### config.mk
export PLATFORM = sky130hd
export DESIGN_NAME = booth_range_mul
export DESIGN_NICKNAME = d
export VERILOG_FILES = /design/src/rtl/booth_range_mul.sv
export SDC_FILE = /design/constraint.sdc
export NUM_CORES = 1
export LEC_CHECK = 0
export ABC_AREA = 1
export BUFFER_PORTS_ARGS = -buffer_cell sky130_fd_sc_hd__buf_2
export CORE_AREA = 5 5 212 132
export CTS_CLUSTER_SIZE = 12
export DETAILED_ROUTE_END_ITERATION = 8
export DIE_AREA = 0 0 217 137
export PLACE_DENSITY = 0.66
export SYNTH_ARGS = -nofsm -noshare
export SYNTH_HDL_FRONTEND = slang
export SYNTH_SLANG_ARGS = --single-unit
### constraint.sdc
create_clock -name clk -period 1.01 [get_ports clk]
set_input_delay 0.101 -clock clk [delete_from_list [all_inputs] [get_ports clk]]
set_output_delay 0.101 -clock clk [all_outputs]
set_load 0.01 [all_outputs]
### src/rtl/booth_range_mul.sv
module booth_range_mul #(
  parameter int W = 16
) (
  input  logic                       clk,
  input  logic                       rst_n,
  input  logic                       in_valid,
  input  logic [W-1:0]               x_in,
  input  logic [W-1:0]               y_in,
  output logic                       out_valid,
  output logic [2*W-1:0]             prod,
  output logic [$clog2(W+1)-1:0]     x_rng,
  output logic [$clog2(W+1)-1:0]     y_rng,
  output logic                       ysel
);
  localparam int PW = 2 * W;
  localparam int RW = $clog2(W + 1);
  localparam int ND = (W + 1) / 2;
  localparam int RX = 2 * ND;

  function automatic logic [RW-1:0] eff_range(input logic [W-1:0] v);
    eff_range = RW'(1);
    for (int i = 0; i < W - 1; i++)
      if (v[i] != v[W-1]) eff_range = RW'(i + 2);
  endfunction

  logic [RW-1:0] rx, ry;
  logic          swap;
  logic [W-1:0]  rec, mc;
  logic [RX:0]   rext;
  logic [PW-1:0] mcx;

  assign rx   = eff_range(x_in);
  assign ry   = eff_range(y_in);
  assign swap = ry < rx;
  assign rec  = swap ? y_in : x_in;
  assign mc   = swap ? x_in : y_in;
  assign rext = {RX'($signed(rec)), 1'b0};
  assign mcx  = PW'($signed(mc));

  logic [PW-1:0] pp [ND];
  logic [ND-1:0] negv;
  logic [PW-1:0] corr;

  for (genvar j = 0; j < ND; j++) begin : g_row
    logic [2:0]    b;
    logic          neg, one, two;
    logic [PW-1:0] pick, row;
    assign b    = rext[2*j+2 -: 3];
    assign neg  = b[2] & ~(b[1] & b[0]);
    assign one  = b[1] ^ b[0];
    assign two  = (b[2] & ~b[1] & ~b[0]) | (~b[2] & b[1] & b[0]);
    assign pick = one ? mcx : (two ? (mcx << 1) : '0);
    assign row  = neg ? ~pick : pick;
    assign pp[j]   = row << (2 * j);
    assign negv[j] = neg;
  end

  always_comb begin
    corr = '0;
    for (int j = 0; j < ND; j++) corr[2*j] = negv[j];
  end

  logic [PW-1:0] s [ND];
  logic [PW-1:0] c [ND];
  assign s[0] = pp[0];
  assign c[0] = corr;

  for (genvar k = 1; k < ND; k++) begin : g_csa
    assign s[k] = s[k-1] ^ c[k-1] ^ pp[k];
    assign c[k] = ((s[k-1] & c[k-1]) | (s[k-1] & pp[k]) | (c[k-1] & pp[k])) << 1;
  end

  logic [PW-1:0] sum;
  assign sum = s[ND-1] + c[ND-1];

  always_ff @(posedge clk or negedge rst_n) begin
    if (!rst_n) begin
      out_valid <= 1'b0;
      prod      <= '0;
      x_rng     <= '0;
      y_rng     <= '0;
      ysel      <= 1'b0;
    end else begin
      out_valid <= in_valid;
      if (in_valid) begin
        prod  <= sum;
        x_rng <= rx;
        y_rng <= ry;
        ysel  <= swap;
      end
    end
  end
endmodule


==> reports/results.ini <==
[floorplan]
initial_core_util_pct=40.4
placementRows=46
fp.dieH_um=137
die-area_um2=29700
die_w_um=217
core_um2=25800
pin_count=79

[logic_synthesis]
synth-edff-count=0
ys_ff_latch=44
synth.distinct_cells=42
yosys_warnings=0
syn_nets=1691
post_synth.cell_area_avg_um2=7.06
syn_area_um2=10400
ys.flop_type=dfrtp_1
ys_seq_area_share_pct=10.6
syn-instance-count=1477
async_reset_ff_share_pct=100

[sta]
rsz0062_at_grt=yes
fin_crit_ns=8.12
maxSlewViolCount=0
setup_slack_ns=-7.11
maxSlewHeadroom_pct=74.1
period_share_pct=804
fmax_mhz=123
setup_viol=38
hold_viol=0
worst_clock_skew_ns=0
worst_pin_slew_ns=0.385

[status]
violations=setup timing
status=finished, violations left

[hold_path]
min_from=in_valid
hold_path_class=in2reg

[global_route]
overflow=0
grt_antenna_before_repair=0
grt_start_max_net_pins=33
grt_first_pass_wirelength_um=56000
grt_pass1_vias=10595
grt_usage_pct=23.5

[clocking]
clkTransAtPathRegs_ns=0.07
insertion_delay_ns=0.30
cts_max_path_buffers=2
cts_root_buffer=clkbuf_16
cts_tree=yes
cts_buffers=5
htreeDepth=2
clkSinkCount=44

[placement]
dp.final_hpwl_um=29000
placed_area_um2=13500
gp_congestion=0.929
portBuffers=78

[routing]
routed_via_density=5.09
ant_nets=0
drc=0
drtPass1Iterations=5
wire_per_inst_um=16.4
first_iter_violations=908
via_count=10959
wl_um=35200
dr_wl_met2_um=15200
highest_layer=met4
wl_met1_um=16800
wl_met3_um=2900

[critical_path]
cp-end-kind=flip-flop
required_ns=1.20
crit_end=prod[31]$_DFFE_PN0P_
criticalPathCategory=in2reg
regToRegEndpoint=prod[17]$_DFFE_PN0P_
critPathSlowestCell=fa_2
r2r_cells=2
crit_path_max_incr_delay_ns=0.57
start_kind=input port
cp_max_fo=7
regToRegStartpoint=prod[17]$_DFFE_PN0P_
reg2reg_setup_slack_ns=0.29
worstPathArrival_ns=8.31
crit_path_start=x_in[15]

[final_layout]
fin_area_um2=15000
nets=2029
antenna_cells=0
final_cell_mix=nand2_1, buf_4, inv_1
layout_commonest_cell=nand2_1
area_delta_synth_final_pct=44.1
drive_gt1_share_pct=35.3

[job]
maxCapViolations=0

[worst max-delay path: cells and delay by family]
family | cells | cell delay, ns
adders and majority gates | 10 | 4.28
AOI/OAI and AO/OA | 14 | 1.85
and+or+nand+nor | 10 | 0.84
buffers and inverters | 8 | 0.79
xor gates and xnor gates | 3 | 0.48
[metal layers]
| layer | vias up | GRT usage (%) |
|---|---|---|
| met5 | - | 0 |
| met4 | 0 | 2.42 |
| met3 | 26 | 4.13 |
| met2 | 388 | 36.0 |
| met1 | 5213 | 35.7 |
| li1 | 5332 | - |
[cells in the mapped netlist, types with 7 or more instances]
master | n | share of area, %
nand4_1 | 8 | 0.48
nand3_1 | 22 | 1.1
a21oi_1 | 34 | 1.6
a31oi_1 | 7 | 0.42
o22ai_1 | 11 | 0.66
clkbuf_1 | 29 | 1.0
fa_1 | 106 | 20
buf_4 | 10 | 0.72
o21ai_1 | 38 | 1.8
o21ai_2 | 8 | 0.67
inv_1 | 175 | 6.3
ha_1 | 73 | 8.8
buf_6 | 15 | 1.6
buf_2 | 9 | 0.43
o21ai_4 | 8 | 1.2
o211ai_1 | 22 | 1.6
xnor2_1 | 33 | 2.8
nor2_1 | 33 | 1.2
nand2_1 | 495 | 18
xor2_1 | 103 | 8.6
inv_2 | 11 | 0.40
dfrtp_1 | 44 | 11
o21ai_0 | 130 | 6.2
nand2_2 | 11 | 0.66
[registers in the layout, summed over array words and instances (netlist names)]
register / flops
ysel: 1
out_valid: 1
prod: 32
x_rng: 5
y_rng: 5
[per-stage QoR]
step | std cells | setup TNS (ns) | hold slack [ns] | setup slack, ns | util (%)
3_5_place_dp | 2121 | -208.35 | 0.00848 | -7.73 | 52.2
4_1_cts | 2145 | -179.86 | 0.130 | -7.01 | 55.9
2_1_floorplan | 1477 | -195.16 | -0.195 | -7.62 | -
3_3_place_gp | 2121 | -204.56 | 0.00131 | -7.57 | 52.2
6_report | 2152 | -181.53 | 0.145 | -7.11 | 58.2
5_1_grt | 2152 | -191.24 | 0.141 | -7.42 | 58.2
[how the worst min path moves through the flow]
stage,to,slack (ns),cells after the start
after floorplan,out_valid$_DFF_PN0_,-0.19,0
after global placement,prod[17]$_DFFE_PN0P_,0.001,1
after detailed placement,prod[17]$_DFFE_PN0P_,0.008,1
after CTS,out_valid$_DFF_PN0_,0.13,2
after global routing,out_valid$_DFF_PN0_,0.14,2
final,out_valid$_DFF_PN0_,0.15,2
[logic make-up (layout without fill, tap and decap cells)]
logic type,count (synthesis),after routing,share of synthesized area [%]
fa+ha+maj,179,179,29.1
simple gates,593,593,22.9
xor+xnor,136,136,11.4
buf+inv,254,593,10.7
compound gates,271,271,15.3
flops,44,44,10.6
[repair_timing]
action	in CTS	in global routing
hold buffers	1	0
pin swaps	71	56
setup buffers	14	12
gates resized for setup	141	104
cloned	2	1
endpoints found under the setup margin	40	39
hold endpoints to repair	17	0
[final cells by class]
| cell class | count | area, um^2 |
|---|---|---|
| fill | 2224 | 10800 |
| multi-input combinational | 1179 | 9470 |
| timing repair buffer | 397 | 3140 |
| sequential | 44 | 1100 |
| inverter | 188 | 728 |
| tap | 336 | 420 |
| clock buffer | 5 | 125 |
| clock inverter | 3 | 47.5 |
Power is not shown: default switching activity piles up to over one toggle a cycle in this logic, so the estimate is an artifact.
